### src/rtl/bchk_pkg.sv
package bchk_pkg;
  typedef enum logic [1:0] {
    PH_IDLE,
    PH_REQ,
    PH_SETTLE
  } probe_ph_t;
endpackage

### src/rtl/bchk_sched.sv
module bchk_sched #(
  parameter longint unsigned INTERVAL_TICKS = 64'd2831155200
) (
  input  logic clk,
  input  logic rst,
  input  logic pwr_ok,
  output logic start
);
  localparam int CW = $clog2(INTERVAL_TICKS + 1);

  logic          pwr_q;
  logic [CW-1:0] tick;
  logic          rise;
  logic          wrap;

  assign rise  = pwr_ok & ~pwr_q;
  assign wrap  = pwr_ok && (tick == CW'(INTERVAL_TICKS - 1));
  assign start = rise | wrap;

  always_ff @(posedge clk) begin
    if (rst) begin
      pwr_q <= 1'b0;
      tick  <= '0;
    end else begin
      pwr_q <= pwr_ok;
      if (pwr_ok) begin
        if (rise || wrap) tick <= '0;
        else              tick <= tick + CW'(1);
      end
    end
  end


  powerup_start_chk: assert property (@(posedge clk) disable iff (rst)
    (pwr_ok && !$past(pwr_ok)) |-> start);
endmodule

### src/rtl/bchk_probe.sv
module bchk_probe
  import bchk_pkg::*;
#(
  parameter int unsigned SETTLE_TICKS = 16,
  parameter bit          USE_ACK      = 1'b1
) (
  input  logic clk,
  input  logic rst,
  input  logic pwr_ok,
  input  logic start,
  input  logic ack,
  input  logic bat_good,
  output logic req,
  output logic upd,
  output logic fail
);
  localparam int SW = $clog2(SETTLE_TICKS + 1);

  probe_ph_t     ph;
  logic [SW-1:0] scnt;
  logic          take;
  logic          settle_done;

  generate
    if (USE_ACK) begin : g_hs
      assign take = ack;
    end else begin : g_pulse
      assign take = 1'b1;
    end
  endgenerate

  assign req         = (ph == PH_REQ);
  assign settle_done = (ph == PH_SETTLE) && (scnt == SW'(SETTLE_TICKS - 1));
  assign upd         = settle_done && pwr_ok;
  assign fail        = ~bat_good;

  always_ff @(posedge clk) begin
    if (rst) begin
      ph   <= PH_IDLE;
      scnt <= '0;
    end else if (!pwr_ok) begin
      ph   <= PH_IDLE;
      scnt <= '0;
    end else begin
      case (ph)
        PH_IDLE:   if (start) ph <= PH_REQ;
        PH_REQ:    if (take) begin
                     ph   <= PH_SETTLE;
                     scnt <= '0;
                   end
        PH_SETTLE: if (settle_done) ph <= PH_IDLE;
                   else             scnt <= scnt + SW'(1);
        default:   ph <= PH_IDLE;
      endcase
    end
  end


  req_hold_chk: assert property (@(posedge clk) disable iff (rst)
    (req && !take && pwr_ok) |=> req);


  no_req_unpowered_chk: assert property (@(posedge clk) disable iff (rst)
    !pwr_ok |=> !req);
endmodule

### src/rtl/bchk_flag.sv
module bchk_flag (
  input  logic clk,
  input  logic rst,
  input  logic upd,
  input  logic fail,
  output logic low_n
);
  logic low;

  always_ff @(posedge clk) begin
    if (rst)      low <= 1'b0;
    else if (upd) low <= fail;
  end

  assign low_n = ~low;
endmodule

### src/rtl/bat_check_seq.sv
module bat_check_seq #(
  parameter longint unsigned INTERVAL_TICKS = 64'd2831155200,
  parameter int unsigned     SETTLE_TICKS   = 16,
  parameter bit              USE_ACK        = 1'b1
) (
  input  logic clk,
  input  logic rst,
  input  logic pwr_ok,
  input  logic bat_good,
  input  logic smp_ack,
  output logic smp_req,
  output logic bat_low_n
);
  logic start;
  logic upd;
  logic fail;

  bchk_sched #(.INTERVAL_TICKS(INTERVAL_TICKS)) u_sched (
    .clk(clk), .rst(rst), .pwr_ok(pwr_ok), .start(start)
  );

  bchk_probe #(.SETTLE_TICKS(SETTLE_TICKS), .USE_ACK(USE_ACK)) u_probe (
    .clk(clk), .rst(rst), .pwr_ok(pwr_ok), .start(start), .ack(smp_ack),
    .bat_good(bat_good), .req(smp_req), .upd(upd), .fail(fail)
  );

  bchk_flag u_flag (
    .clk(clk), .rst(rst), .upd(upd), .fail(fail), .low_n(bat_low_n)
  );


  flag_needs_pwr_chk: assert property (@(posedge clk) disable iff (rst)
    (bat_low_n != $past(bat_low_n)) |-> $past(pwr_ok));
endmodule

### config.mk
export PLATFORM = sky130hd
export DESIGN_NAME = bat_check_seq
export DESIGN_NICKNAME = d
export VERILOG_FILES = /design/src/rtl/bchk_pkg.sv /design/src/rtl/bchk_sched.sv /design/src/rtl/bchk_probe.sv /design/src/rtl/bchk_flag.sv /design/src/rtl/bat_check_seq.sv
export SDC_FILE = /design/constraint.sdc
export NUM_CORES = 1
export LEC_CHECK = 0
export CAP_MARGIN = 20
export CORE_ASPECT_RATIO = 1.2
export CORE_UTILIZATION = 55
export CTS_CLUSTER_DIAMETER = 50
export DETAILED_ROUTE_END_ITERATION = 8
export DONT_BUFFER_PORTS = 1
export MAX_ROUTING_LAYER = met4
export PLACE_DENSITY = 0.7
export RECOVER_POWER = 100
export SLEW_MARGIN = 0
export SYNTH_ARGS = -nofsm -noshare
export SYNTH_HDL_FRONTEND = slang
export SYNTH_HIERARCHICAL = 1
export SYNTH_SLANG_ARGS = --single-unit
export TNS_END_PERCENT = 5
### constraint.sdc
create_clock -name clk -period 5.97 [get_ports clk]
set_clock_uncertainty 0.1 [all_clocks]
set_input_delay 0.2985 -clock clk [delete_from_list [all_inputs] [get_ports clk]]
set_output_delay 0.2985 -clock clk [all_outputs]
set_load 0.005 [all_outputs]
* Yosys cells after proc, flatten, opt, wreduce, memory -nomap -nowiden
Index checks and enable logic that the tools add are counted.
** Operators by class
- Mux-type cells :: 8
- Bitwise operators :: 6
- Shift operators :: 0
- Divide/modulo/power cells :: 0
- Reduce and logical (&&, ||, !) cells :: 9
- Eq/ne operators :: 8
- Add/subtract/negate cells :: 2
- $lt $le $gt $ge :: 0
- Multipliers :: 0
** Operator list (count)
- $add 32x1->32 const B :: 1
- $eq 32x32->1 const B :: 1
- $mux 32 :: 1
- $mux 5 :: 2
- $pmux 5 s2 :: 1
- $mux 2 :: 3
- $ne 2x2->1 const B :: 3
- $pmux 2 s3 :: 1
- $reduce_and 3->1 :: 2
- $add 5x1->5 const B :: 1
- $eq 5x4->1 const B :: 1
- $not 1->1 :: 4
- $logic_and 1x1->1 :: 3
- $eq 2x1->1 const B :: 1
- $eq 2x2->1 const B :: 1
- $logic_not 2->1 :: 1
- $ne 2x1->1 const B :: 1
- $reduce_bool 2->1 :: 1
- $reduce_or 2->1 :: 1
- $and 1x1->1 :: 1
- $logic_or 1x1->1 :: 1
- $or 1x1->1 :: 1
** Word-level totals
- Input bits :: 5
- Bits in registers :: 41
- Word-level logic and storage cells :: 38
- Memory bits (writable) :: 0
- Bits in latches :: 0
- Output and inout port bits :: 2
- Memory bits (read-only) :: 0
- Memories kept :: 0

* Depth between registers and ports, before layout
Gate-level depths: netlist of the first run.
- Word-level depth :: 5
- Depth in mapped cells :: 7
- Gate-level depth less buffers :: 7

* By module
The synthesis of the first run kept the hierarchy.
** By module, submodules not included
- bchk_sched :: sequential area each 660.6 um^2, area an instance 1551.5 um^2, times used 1, cells each 176
- bchk_probe :: sequential area each 140.1 um^2, area an instance 369.1 um^2, times used 1, cells each 40
- bchk_flag :: sequential area each 20.0 um^2, area an instance 37.5 um^2, times used 1, cells each 4

* Least setup slack after synthesis of the first run
Ideal clock, no wire load.
- Kind :: register to register
- Start :: register u_probe.scnt[0]
- End :: register u_probe.scnt[2]
- Cell stages (with the launch flop) :: 8
- Path slack :: 4076 ps
- Data required time :: 5755 ps
- Arrival :: 1680 ps
- Buffers on the path :: 1
- Library setup time :: 115 ps
- Cells stage by stage :: dfxtp_1 -> ha_1 -> and3_1 -> ha_1 -> or3b_1 -> buf_2 -> o211a_1 -> o21a_1
** On the way
- Longest elaborated chain between the ends :: 4
- Elaborated cells on any way between the ends :: 7
- Classes of those cells :: 1 x add/sub; 2 x eq/ne; 2 x mux; 2 x reduce/logical
** RTL lines
- start: declaration :: line bchk_probe.sv:20 : logic [SW-1:0] scnt;
- start signal: assignment :: line bchk_probe.sv:52 : else scnt <= scnt + SW'(1);
- branches (longest 4 deep; another with $add 5x1->5)
Parallel ways; which one is timed is not known. The select of a mux whose other input is x is not followed.
A chain may end at the register's enable or synchronous reset.

* Worst setup path after layout of the first run
- Start :: register u_sched.tick[0]
- End :: register u_sched.tick[28]
** On the way
- Longest elaborated chain between the ends :: 4
- Elaborated cells on any way between the ends :: 5
- Classes of those cells :: 1 x add/sub; 1 x eq/ne; 1 x mux; 2 x reduce/logical
** RTL lines
- start: declaration :: line bchk_sched.sv:12 : logic [CW-1:0] tick;
- start signal: assignment :: line bchk_sched.sv:28 : else tick <= tick + CW'(1);
- branches (longest 3 deep; another with $add 32x1->32)
- $mux 32 (*) :: line bchk_sched.sv:27 : if (rise || wrap) tick <= '0;
Mark *: on every way between the ends.

==> results_dict.tcl, run 1 <==
set metrics [dict create \
    dr.pass1.iters 4 \
    grt_max_degree 31 \
    crit_fanout 18 \
    place_hpwl_microns 2490 \
    syn_area_per_cell_sq_um 8.90 \
    grt_usage 0.214 \
    ctsRootBufferMaster "clkbuf_8" \
    ant_nets 0 \
    maxCapViolCount 0 \
    core-area_sq_mm 0.00337 \
    hold_viol 0 \
    yosys_warnings 6 \
    clock-sinks 41 \
    cts_tree "built" \
    cts_max_level 2 \
    synthTopCellsByArea "dfxtp_1, xor2_1, nor2_1" \
    period_share 0.469 \
    startpoint "u_sched/tick[0]$_SDFFE_PP0P_" \
    fp-row-count 23 \
    cts-resized-gates 0 \
    tns_ps 0 \
    io_buffers 0 \
    netlist_area_sq_mm 0.00196 \
    syn_inst 220 \
    status "finished, final reports clean" \
    period_minus_slack_ps 2800 \
    drc 0 \
    grt_pass1_vias 1413 \
    grt_overflow 0 \
    crit_arrival_ps 2850 \
    vias 1485 \
    yosys.area.top_type "dfxtp_1" \
    critical_path_required_ps 6020 \
    antennaDiodeCount 0 \
    crit_type "reg2reg" \
    drt_iter0_markers 56 \
    synth-seq-cells 41 \
    drive_gt1_frac 0.0625 \
    clockBufferDepth 2 \
    cts.clk_slew.worst_paths_ps 80 \
    final_common_cell "dfxtp_1" \
    fmaxAchievable_mhz 357 \
    critPathCaptureType "flop" \
    min_path_type "in2reg" \
    seq_area_sq_um 821 \
    ios 7 \
    drv_slew 0 \
    ctsHoldBuffers 1 \
    synthToLayoutAreaGrowth_pct 7.16 \
    syn-num-nets 228 \
    r2r-start "u_sched/tick[0]$_SDFFE_PP0P_" \
    clk_latency_ps 300 \
    yosysTopAreaCellShare 0.419 \
    wirelength_microns 3560 \
    numCtsBuffers 5 \
    grt_pass1_wl_microns 6020 \
    final_cell_mix "dfxtp_1, nor2_1, xor2_1" \
    start_util 0.582 \
    routabilityCongestion 0.814 \
    nets 231 \
    tightestPinTransition_ps 731 \
    placed_cell_area_sq_mm 0.00197 \
    rsz0062_at_grt "no" \
    holdWs_ps 32.4 \
    post_drt_wl_per_cell_microns 13.6 \
    die_area_sq_mm 0.00380 \
    p_per_area_mw_per_mm2 248 \
    antenna_found_initial 0 \
    vias_per_cell 5.69 \
    dieWidth_microns 56.5 \
    seq_area_frac_synth 0.419 \
    die_h_microns 67.4 \
    fill_cells 291 \
    p_leak_nw 0.739 \
    cts_setup_buffers 0 \
    start_kind "flop" \
    multi_input_area_sq_mm 0.00107 \
    setup_viol 0 \
    slew_headroom 0.512 \
    ir_drop_mv 0.230 \
    final_area_sq_mm 0.00210 \
    min_from "pwr_ok" \
    synth_cell_type_count 38 \
]
stage by stage:
step,setup WS (ps),total power [W],instances,util
final,3170,0.000521,261,0.623
after global routing,2900,0.000535,261,0.623
after CTS,3380,0.000523,260,0.624
after detailed placement,3420,0.000292,251,0.585
after global placement,3620,0.000291,251,0.585
after floorplan,4080,0.000292,220,-
synthesized netlist by cell type:
master,number
or3b_1,1
o21a_1,1
and2_1,2
nand2_1,17
nor2_1,36
nor2b_1,2
and4_1,1
a31oi_1,2
nor4b_1,2
nor4_2,1
nor4_1,1
clkbuf_1,1
buf_4,3
a21boi_0,1
xor2_1,26
xnor2_1,5
nor3_1,4
inv_1,6
ha_1,3
nor4_4,1
nand3b_1,3
and3_1,5
and2b_1,1
nor4bb_1,2
nand2b_1,4
dfxtp_1,41
nor3_2,1
a21oi_1,4
nor3_4,1
nor2_2,1
nand4_1,15
and4b_1,2
buf_2,3
nand4_4,1
nand4b_1,1
nand3_1,15
mux2i_1,3
o211a_1,1
worst max-delay path, stage by stage, from the launching register on:
cell and delay, ps:
dfxtp_1 410, ha_1 290, nand3_1 110, nor4_1 350, nand3_1 210, nand3b_1 440
clkbuf_1 620, nor2_1 110
power breakdown:
part           switching (W)  internal (W)
registers         0.00000135      0.000274
clock network      0.0000982      0.000136
logic             0.00000694    0.00000380
state kept, by name, indices dropped and copies added (netlist names):
| signal | count |
|---|---|
| u_sched/tick | 32 |
| u_probe/scnt | 5 |
| u_probe/ph | 2 |
| u_flag/low | 1 |
| u_sched/pwr_q | 1 |
final timing paths:
path	end	slack, ps	cells past startpoint
max	u_sched/tick[28]$_SDFFE_PP0P_	3170	7
max reg2reg	u_sched/tick[28]$_SDFFE_PP0P_	3170	7
min reg2reg	u_probe/scnt[3]$_SDFFE_PP0P_	390	2
min	u_sched/pwr_q$_SDFF_PP0_	30	1
routing by layer:
layer	GRT usage	share of wire
met1	0.235	0.47
met2	0.366	0.49
met3	0.0575	0.028
met4	0.0915	0.016
met5	-	0
kinds of logic after synthesis:
logic type / synth area share
DFF: 0.419
adders and majority gates: 0.0192
buffers and inverters: 0.0326
xor gates and xnor gates: 0.139
muxes: 0.0153
AOI/OAI and AO/OA: 0.0294
and+or+nand+nor: 0.346
layout make-up:
type,instances,share of cell area
Clock buffer,6,0.0394
Timing Repair Buffer,3,0.0101
Sequential cell,41,0.391
Multi-Input combinational cell,166,0.509
Inverter,6,0.0107
Tap cell,37,0.0221
Clock inverter,2,0.0179
No activity file was read; power rests on OpenSTA's default activity.
==> run 2, diff against run 1 <==
--- a/config.mk
+++ b/config.mk
@@ -12,7 +12,7 @@
 export DETAILED_ROUTE_END_ITERATION = 8
 export DONT_BUFFER_PORTS = 1
 export MAX_ROUTING_LAYER = met4
-export PLACE_DENSITY = 0.7
+export PLACE_DENSITY = 0.73
 export RECOVER_POWER = 100
 export SLEW_MARGIN = 0
 export SYNTH_ARGS = -nofsm -noshare
==> constraint.sdc (replaced) <==
create_clock -name clk -period 2.39 [get_ports clk]
set_clock_uncertainty 0.1 [all_clocks]
set_input_delay 0.1195 -clock clk [delete_from_list [all_inputs] [get_ports clk]]
set_output_delay 0.1195 -clock clk [all_outputs]
set_load 0.005 [all_outputs]
==> run 2 against run 1 <==
  * Die area did not move
  * Fmax increased by 27%
  * Total power rose to 2.6 times the previous value
  * Largest power group unchanged
  * Register-to-register slack lost 3000 ps
  * Cell count increased by 1.9%
  * Critical endpoint is now u_flag/low$_SDFFE_PP0P_
  * Flip-flop and latch count unchanged
  * First-iteration DRC count grew 64%
  * Final area increased by 2.7%
  * Sequential power up 150%
  * Largest cell class unchanged
  * Sequential share of layout area shrank 1.0 points
==> results_dict.tcl, run 2 (same netlist as run 1, synthesis figures left out) <==
set metrics [dict create \
    status "finished, final reports clean" \
    crit_type "reg2reg" \
    ir_drop_mv 0.473 \
    grt_max_degree 21 \
    tns_ps 0 \
    largest_reg_flops 32 \
    grtUsageMet2 0.454 \
    placed_cell_area_sq_mm 0.00199 \
    maxCapViolCount 0 \
    cts_tree "built" \
    p_leak_nw 0.778 \
    die_area_sq_mm 0.00380 \
    reg.largest.list "u_sched/tick x32, u_probe/scnt x5, u_probe/ph x2" \
    drc 0 \
    io_buffers 0 \
    grt_pass1_vias 1657 \
    cts-resized-gates 0 \
    ios 7 \
    period_minus_slack_ps 2200 \
    period_share 0.920 \
    cts_max_level 2 \
    drt_iter0_markers 92 \
    antenna_found_initial 0 \
    dr.pass1.iters 5 \
    numCtsBuffers 5 \
    critical_path_required_ps 2480 \
    place_hpwl_microns 2730 \
    setup_viol 0 \
    crit_fanout 4 \
    total_power_w 0.00137 \
    fp-row-count 23 \
    cts.clk_slew.worst_paths_ps 80 \
    top_register "u_sched/tick" \
    routabilityCongestion 0.755 \
    crit_arrival_ps 2290 \
    post_drt_wl_per_cell_microns 15.0 \
    drv_slew 0 \
    antennaDiodeCount 0 \
    slew_headroom 0.632 \
    vias 1609 \
    final_common_cell "dfxtp_1" \
    ctsHoldBuffers 4 \
    grt_pass1_wl_microns 7010 \
    hold_viol 0 \
    synthToLayoutAreaGrowth_pct 10.1 \
    clk_latency_ps 300 \
    grt_overflow 0 \
    use_met1 0.257 \
    ctsRootBufferMaster "clkbuf_8" \
    fmaxAchievable_mhz 455 \
    clock-sinks 41 \
    drive_gt1_frac 0.0699 \
    core-area_sq_mm 0.00337 \
    ant_nets 0 \
    nets 236 \
    wirelength_microns 3990 \
    start_kind "flop" \
    fill_cells 283 \
    rsz0062_at_grt "no" \
    final_area_sq_mm 0.00216 \
    min_path_type "in2reg" \
    start_util 0.582 \
    tightestPinTransition_ps 548 \
    clockBufferDepth 2 \
    dieWidth_microns 56.5 \
    top_usage_layer "met2" \
    vias_per_cell 6.05 \
    final_cell_mix "dfxtp_1, nor2_1, xor2_1" \
    critPathCaptureType "flop" \
    grt_usage 0.245 \
    use_met3 0.0575 \
    p_per_area_mw_per_mm2 638 \
    die_h_microns 67.4 \
    cts_setup_buffers 0 \
]
[run 2: cell types whose count changed in the layout (fill, tap and decap cells not counted)]
cell	delta
clkbuf_8	-1
nor2_2	-1
buf_4	+2
clkbuf_2	+1
clkbuf_1	-1
nor2_1	+1
dlygate4sd3_1	+3
clkinvlp_4	-1
bufinv_16	+1
clkinv_2	+1
[run 2: path summary, 6_finish.rpt]
check	startpoint	endpoint	slack, ps	cells after the start
max	u_probe/scnt[1]$_SDFFE_PP0P_	u_flag/low$_SDFFE_PP0P_	190	7
min	pwr_ok	u_sched/tick[9]$_SDFFE_PP0P_	30	3
min reg2reg	u_probe/scnt[3]$_SDFFE_PP0P_	u_probe/scnt[3]$_SDFFE_PP0P_	400	2
max reg2reg	u_probe/scnt[1]$_SDFFE_PP0P_	u_flag/low$_SDFFE_PP0P_	190	7
[run 2: where the power goes]
group	internal, W	total (W)	switching [W]
Combinational	0.0000133	0.0000348	0.0000215
Sequential	0.000685	0.000688	0.00000309
Clock	0.000415	0.000651	0.000237
[run 2: layout make-up]
type,count,area [sq um],share of cell area
inverters,6,22.5,0.0104
flip-flops and latches,41,821,0.381
clock buffers,5,68.8,0.0319
multi-input cells,166,1060,0.494
clock inverters,3,65.1,0.0302
repair buffers,8,67.6,0.0313
well taps,37,46.3,0.0215
[run 2: worst max-delay path: stages, from the launching register on]
cell,delay [ps]
dfxtp_1,380
ha_1,200
and3_1,170
ha_1,190
and4b_1,230
mux2i_1,190
nor2_1,60
dlygate4sd3_1,560
[run 2: metrics by stage]
step | cells | util | hold slack, ps | setup WS, ps
finish | 266 | 0.640 | 25.9 | 191
global route | 266 | 0.640 | 45.5 | 62.4
CTS | 266 | 0.644 | 22.7 | 212
detailed placement | 254 | 0.592 | 93.4 | 395
global placement | 254 | 0.592 | 90.8 | 472
floorplan | 220 | - | 88.6 | 496
[run 2: layer usage]
metal / wire [microns] / share of wire / up-vias
li1: - / - / 771
met1: 1730 / 0.43 / 796
met2: 2080 / 0.52 / 36
met3: 127 / 0.032 / 6
met4: 46 / 0.012 / 0
met5: 0 / 0 / -
==> run 3, diff against run 2 <==
--- a/config.mk
+++ b/config.mk
@@ -7,12 +7,12 @@
 export LEC_CHECK = 0
 export CAP_MARGIN = 20
 export CORE_ASPECT_RATIO = 1.2
-export CORE_UTILIZATION = 55
+export CORE_UTILIZATION = 40
+export CTS_BUF_LIST = sky130_fd_sc_hd__clkbuf_2 sky130_fd_sc_hd__clkbuf_4 sky130_fd_sc_hd__clkbuf_8
 export CTS_CLUSTER_DIAMETER = 50
 export DETAILED_ROUTE_END_ITERATION = 8
 export DONT_BUFFER_PORTS = 1
 export MAX_ROUTING_LAYER = met4
-export PLACE_DENSITY = 0.73
 export RECOVER_POWER = 100
 export SLEW_MARGIN = 0
 export SYNTH_ARGS = -nofsm -noshare
==> run 3 against run 2 <==
  * Final area decreased by 0.35%
  * Die area is 36% higher
  * Clock power is 33% lower
  * First-iteration DRC count is 48% lower
  * Sequential power about the same
  * Routed wire length down 13%
  * Global-route usage down 8.6 points
  * Cell count up 7.9%
  * Utilization decreased by 18 points
  * Combinational power hardly changed
  * Fmax decreased by 1.6%
  * Register-to-register slack got worse by 40 ps
  * Largest cell class unchanged
  * Largest power group unchanged
  * Highest routed layer unchanged
==> results_dict.tcl, run 3 (same netlist as run 1, synthesis figures left out) <==
set metrics [dict create \
    numCtsBuffers 5 \
    reg.largest.list "u_sched/tick x32, u_probe/scnt x5, u_probe/ph x2" \
    die_h_microns 78.6 \
    dieWidth_microns 65.9 \
    rsz0062_at_grt "no" \
    cts_setup_buffers 0 \
    grt_pass1_vias 1439 \
    ctsRootBufferMaster "clkbuf_8" \
    vias 1446 \
    synthToLayoutAreaGrowth_pct 9.71 \
    ant_nets 0 \
    grt_usage 0.159 \
    critPathTopFamily "simple AND/OR/NAND/NOR gates" \
    final_cell_mix "dfxtp_1, nor2_1, xor2_1" \
    slew_headroom 0.672 \
    largest_reg_flops 32 \
    start_kind "flop" \
    grt_max_degree 31 \
    routabilityCongestion 0.764 \
    fp-row-count 27 \
    cts-resized-gates 0 \
    cts.clk_slew.worst_paths_ps 80 \
    period_minus_slack_ps 2230 \
    drv_slew 0 \
    crit_type "reg2reg" \
    p_per_area_mw_per_mm2 540 \
    final_common_cell "dfxtp_1" \
    grt_pass1_wl_microns 6200 \
    tightestPinTransition_ps 489 \
    worst_slack_ps 155 \
    ios 7 \
    total_power_w 0.00116 \
    critical_path_required_ps 2470 \
    min_path_type "in2reg" \
    ir_drop_mv 0.299 \
    top_register "u_sched/tick" \
    drt_iter0_markers 48 \
    io_buffers 0 \
    crit_top_cell "nand3_1" \
    drive_gt1_frac 0.0742 \
    dr.pass1.iters 4 \
    maxCapViolCount 0 \
    die_area_sq_mm 0.00518 \
    grt_overflow 0 \
    wirelength_microns 3460 \
    vias_per_cell 5.04 \
    clk_latency_ps 290 \
    ctsHoldBuffers 5 \
    crit_slowest_cell "dlygate4sd3_1" \
    cp.buffers_inverters 1 \
    clock-sinks 41 \
    worstPathCellList "ha_1 -> nand3_1 -> nor4_2 -> nand3_1 -> nand4_1 -> a21oi_1 -> dlygate4sd3_1" \
    crit_path_max_incr_delay_ps 560 \
    crit_arrival_ps 2320 \
    place_hpwl_microns 2290 \
    nets 236 \
    hold_viol 0 \
    dp_slack_ps 418 \
    start_util 0.420 \
    core-area_sq_mm 0.00466 \
    clockBufferDepth 2 \
    critPathCaptureType "flop" \
    p_leak_nw 0.754 \
    drc 0 \
    status "finished, final reports clean" \
    cts_tree "built" \
    tns_ps 0 \
    period_share 0.935 \
    antennaDiodeCount 0 \
    fmaxAchievable_mhz 447 \
    crit_fanout 5 \
    antenna_found_initial 0 \
    setup_viol 0 \
    fill_cells 468 \
    post_drt_wl_per_cell_microns 12.0 \
    cts_max_level 2 \
]
run 3: changes by cell type in the layout (fill, tap and decap cells not counted), sizes merged:
cell         before  now
buf               3    2
clkinvlp          0    1
clkinv            1    2
bufinv            2    0
dlygate4sd3       4    5
run 3: where the power goes:
| group | leakage [nW] | switching [W] | internal [W] |
|---|---|---|---|
| logic | 0.380 | 0.0000210 | 0.0000137 |
| clock network | 0.0439 | 0.000235 | 0.000201 |
| registers | 0.331 | 0.00000326 | 0.000685 |
run 3: per-layer routing:
metal | vias to the layer above | wire (microns) | track usage
met3 | 8 | 91 | 0.0480
met2 | 11 | 1660 | 0.261
met4 | 0 | 46 | 0.0522
li1 | 770 | - | -
met1 | 657 | 1660 | 0.182
met5 | - | 0 | -
run 3: worst paths after layout:
| check | from | to | slack (ps) | cells after the start |
|---|---|---|---|---|
| max reg2reg | u_sched/tick[0]$_SDFFE_PP0P_ | u_sched/tick[1]$_SDFFE_PP0P_ | 160 | 7 |
| min reg2reg | u_probe/scnt[3]$_SDFFE_PP0P_ | u_probe/scnt[3]$_SDFFE_PP0P_ | 390 | 2 |
| max | u_sched/tick[0]$_SDFFE_PP0P_ | u_sched/tick[1]$_SDFFE_PP0P_ | 160 | 7 |
| min | pwr_ok | u_sched/tick[3]$_SDFFE_PP0P_ | 30 | 3 |
run 3: metrics by stage:
step / cell area (sq um) / util / instances / hold WS, ps
2_1_floorplan: 1960 / - / 220 / 88.6
3_3_place_gp: 2020 / 0.434 / 274 / 90.7
3_5_place_dp: 2020 / 0.434 / 274 / 93.0
4_1_cts: 2160 / 0.464 / 287 / 30.7
5_1_grt: 2150 / 0.461 / 287 / 49.1
6_report: 2150 / 0.461 / 287 / 34.4
run 3: worst reg2reg max path, cell delays in order, from the launching register on:
cell and delay, ps:
dfxtp_1 400, ha_1 260, nand3_1 120, nor4_2 290, nand3_1 190, nand4_1 140
a21oi_1 60, dlygate4sd3_1 560
run 3: final cells by class:
type / count / area (sq um) / area share
inverters: 6 / 22.5 / 0.0105
multi-input cells: 166 / 1070 / 0.500
clock buffers: 5 / 68.8 / 0.0320
repair buffers: 8 / 72.6 / 0.0338
well taps: 58 / 72.6 / 0.0338
clock inverters: 3 / 17.5 / 0.00815
flip-flops and latches: 41 / 821 / 0.382
